--- config.mk ---
export PLATFORM = sky130hd
export DESIGN_NAME = doze_clkdiv
export DESIGN_NICKNAME = d
export VERILOG_FILES = /design/src/rtl/doze_clkdiv.sv
export SDC_FILE = /design/constraint.sdc
export NUM_CORES = 1
export LEC_CHECK = 0
export ABC_AREA = 1
export BUFFER_PORTS_ARGS = -buffer_cell sky130_fd_sc_hd__buf_2
export CORE_MARGIN = 4
export CORE_UTILIZATION = 45
export DETAILED_ROUTE_END_ITERATION = 10
export PLACE_DENSITY = 0.84
export SLEW_MARGIN = 15
export SYNTH_ARGS = -nofsm -noshare
export SYNTH_HDL_FRONTEND = slang
export SYNTH_SLANG_ARGS = --single-unit
--- constraint.sdc ---
create_clock -name clk -period 2.65 [get_ports clk]
set_clock_uncertainty 0.2 [all_clocks]
set_input_delay 0.53 -clock clk [delete_from_list [all_inputs] [get_ports clk]]
set_output_delay 0.53 -clock clk [all_outputs]
set_load 0.01 [all_outputs]
--- src/rtl/doze_clkdiv.sv ---
module doze_clkdiv #(
  parameter int DATA_W  = 16,
  parameter int SEL_W   = 3,
  parameter int EN_BIT  = 11,
  parameter int SEL_LSB = 12,
  parameter int ROI_BIT = 15
) (
  input  logic              clk,
  input  logic              rst_n,
  input  logic              wr_en,
  input  logic [DATA_W-1:0] wr_data,
  input  logic              irq_pending,
  output logic [DATA_W-1:0] rd_data,
  output logic              cpu_ce
);
  localparam int CNT_W = (1 << SEL_W) - 1;

  logic             roi_q, doze_q;
  logic [SEL_W-1:0] sel_q, act_q;
  logic [CNT_W-1:0] cnt_q, lim;

  logic             roi_d, doze_w, doze_d, wrap;
  logic [SEL_W-1:0] sel_d;
  logic             unused_wr_bits;

  assign roi_d  = wr_en ? wr_data[ROI_BIT] : roi_q;
  assign sel_d  = wr_en ? wr_data[SEL_LSB +: SEL_W] : sel_q;
  assign doze_w = wr_en ? wr_data[EN_BIT] : doze_q;
  assign doze_d = doze_w & ~(roi_d & irq_pending);

  assign lim  = CNT_W'((64'd1 << act_q) - 64'd1);
  assign wrap = (cnt_q == lim);

  always_ff @(posedge clk) begin
    if (!rst_n) begin
      roi_q  <= 1'b0;
      doze_q <= 1'b0;
      sel_q  <= '0;
      act_q  <= '0;
      cnt_q  <= '0;
    end else begin
      roi_q  <= roi_d;
      doze_q <= doze_d;
      sel_q  <= sel_d;
      if (!doze_q || wrap) begin
        cnt_q <= '0;
        act_q <= sel_d;
      end else begin
        cnt_q <= cnt_q + 1'b1;
      end
    end
  end

  assign cpu_ce = !doze_q || (cnt_q == '0);

  always_comb begin
    rd_data                      = '0;
    rd_data[ROI_BIT]             = roi_q;
    rd_data[SEL_LSB +: SEL_W]    = sel_q;
    rd_data[EN_BIT]              = doze_q;
  end

  assign unused_wr_bits = ^wr_data;
endmodule

==> results.json <==
{
  "status": "finished clean",
  "grt-ovfl-total": 0,
  "htreeDepth": 1,
  "power_frac_seq": 0.546,
  "start_util": 0.498,
  "cap_viol_max_count": 0,
  "ant_nets": 0,
  "ios": 37,
  "cts_tree": "yes",
  "grt_max_degree": 10,
  "syn_area_sq_um": 906,
  "wl_per_cell_microns": 10.5,
  "routed_wl_microns": 1740,
  "ys.flop_type": "dfxtp_1",
  "post_cts_buffers": 0,
  "setup_tns_ns": 0,
  "cts_max_path_buffers": 2,
  "power.density_nw_per_um2": 480,
  "ys_types": 27,
  "switching_share": 0.298,
  "rows": 15,
  "clk_latency_ns": 0.28,
  "drt_first_pass_iters": 4,
  "combPwrFrac": 0.182,
  "cts_root_buf": "clkbuf_4",
  "worstSetupEndpointType": "output port",
  "crit_type": "reg -> out",
  "antenna_found_initial": 0,
  "slowest_delay_ns": 0.39,
  "fmax_mhz": 471,
  "drive_above_1_share": 0.156,
  "path_cells": "inv_1 > ha_1 > nand3_1 > o41ai_1 > buf_2",
  "crit_family": "flip-flops",
  "synth_seq_cells": 15,
  "ys.warnings.count": 0,
  "final_area_sq_um": 956,
  "cts_resized": 0,
  "post_dp_cell_area_sq_um": 928,
  "setup-violations-final": 0,
  "grt_pass1_vias": 673,
  "gp_congestion": 0.817,
  "hpwl_microns": 1360,
  "cp_slowest_cell": "dfxtp_1",
  "hold_buffers": 0,
  "n_antenna_cell": 0,
  "fill_cells": 176,
  "track_usage": 0.136,
  "ys_seq_area_frac": 0.331,
  "core-area_sq_um": 1820,
  "area_delta_synth_final_pct": 5.52,
  "numCtsBuffers": 3,
  "switching_power_mw": 0.137,
  "drt_iter0_markers": 20,
  "fp.dieH_microns": 52.9,
  "nNetsFinal": 164,
  "worst-path-max-fanout": 7,
  "numPortBuffers": 14,
  "worstPathArrival_ns": 1.39,
  "grt_setup_unrepaired": "no",
  "cts.sinks": 15,
  "syn_area_per_cell_sq_um": 7.02,
  "synth_edf_count": 0,
  "reg2reg_slack_ns": 0.95,
  "hold_violations": 0,
  "hp-class": "in -> reg",
  "ir_drop_mv": 0.377,
  "required_ns": 1.92,
  "ys_async_sr_fraction": 0,
  "num_vias": 785,
  "post-route-min-period_ns": 2.12,
  "worstPathBufferInverterCount": 2,
  "p_int_mw": 0.322,
  "grt_pass1_wl_microns": 2840,
  "die-area_sq_um": 2790,
  "slew_viol_final": 0,
  "leakagePower_nw": 0.478,
  "die_x_microns": 52.9,
  "min_period_over_period": 0.801,
  "clkPwrFrac": 0.271,
  "drc_errors": 0,
  "path_clk_slew_ns": 0.09,
  "postSynthCellCount": 129,
  "routed_via_density": 4.73,
  "critPathLaunchType": "register"
}
[power groups by stage]
stage	sequential [mW]	clock [mW]	combinational, mW
4_1_cts	0.250	0.127	0.0832
3_3_place_gp	0.254	0	0.0793
6_report	0.251	0.125	0.0837
2_1_floorplan	0.249	0	0.0824
3_5_place_dp	0.256	0	0.0828
5_1_grt	0.252	0.137	0.0960
[registers in the layout, indices dropped and copies added (netlist names)]
| name | cells |
|---|---|
| act_q | 3 |
| sel_q | 3 |
| roi_q | 1 |
| cnt_q | 7 |
| doze_q | 1 |
[cells in the final DEF, fill, tap and decap left out, types with 2 or more instances in the layout]
cell | netlist | layout
nand2_1 | 28 | 28
nor2_1 | 17 | 17
inv_1 | 16 | 16
dfxtp_1 | 15 | 15
buf_2 | 0 | 14
nand3_1 | 11 | 11
conb_1 | 1 | 11
a21oi_1 | 3 | 3
mux2i_1 | 3 | 3
clkbuf_4 | 0 | 3
nand4_1 | 2 | 2
xor2_1 | 2 | 2
ha_1 | 2 | 2
[cell usage after synthesis (2+ instances only)]
library cell,number,area [sq um]
a21oi_1,3,15.0
buf_4,13,97.6
clkbuf_1,2,7.51
dfxtp_1,15,300
ha_1,2,25.0
inv_1,16,60.1
mux2i_1,3,30.0
nand2_1,28,105
nand3_1,11,55.1
nand4_1,2,12.5
nor2_1,17,63.8
xor2_1,2,17.5
[metal layers]
| layer | share of wire | global-route usage | up-vias |
|---|---|---|---|
| met4 | 0.012 | 0.0511 | 0 |
| met1 | 0.41 | 0.164 | 352 |
| met2 | 0.52 | 0.236 | 26 |
| li1 | - | - | 405 |
| met3 | 0.055 | 0.0254 | 2 |
| met5 | 0 | 0 | - |
[worst paths after layout]
kind / startpoint / to / depth (start not counted)
setup / recovery: cnt_q[0] / cpu_ce / 5
hold / removal: wr_data[14] / sel_q[2] / 3
setup reg to reg: act_q[2] / act_q[0] / 7
hold reg to reg: sel_q[2] / sel_q[2] / 2
[logic make-up after synthesis]
kind of cell,synth area share
AND/OR/NAND/NOR,0.319
buffers and inverters,0.199
flip-flops,0.331
AO/OA/AOI/OAI,0.0566
XOR/XNOR,0.0290
multiplexers,0.0332
adder cells (fa/ha/maj),0.0276
other,0.00414
[through the flow]
| step | power (mW) | setup WS, ns | util | instances | hold slack (ns) |
|---|---|---|---|---|---|
| after floorplan | 0.332 | 0.864 | - | 139 | 0.264 |
| after global placement | 0.334 | 0.842 | 0.510 | 162 | 0.293 |
| after detailed placement | 0.338 | 0.842 | 0.510 | 162 | 0.296 |
| after CTS | 0.461 | 0.532 | 0.525 | 166 | 0.308 |
| after global routing | 0.485 | 0.402 | 0.525 | 166 | 0.337 |
| final | 0.459 | 0.526 | 0.525 | 166 | 0.308 |
[worst register-to-register path, stage by stage, from the launching register on]
cell and delay [ns]:
dfxtp_1 0.49, nand2_1 0.15, nand2_1 0.09, nand3_1 0.07, nor2_1 0.13, nand3_2 0.17
a21boi_0 0.23, nor2_1 0.07
[area by class of cell]
class	instances	area (sq um)	share of cell area
clock buffer	3	22.5	0.0236
clock inverter	1	5.00	0.00524
inverter	17	63.8	0.0668
multi-input combinational	91	463	0.484
sequential	15	300	0.314
tap	25	31.3	0.0327
timing repair buffer	14	70.1	0.0733
Power figures use the tool's default switching activity.
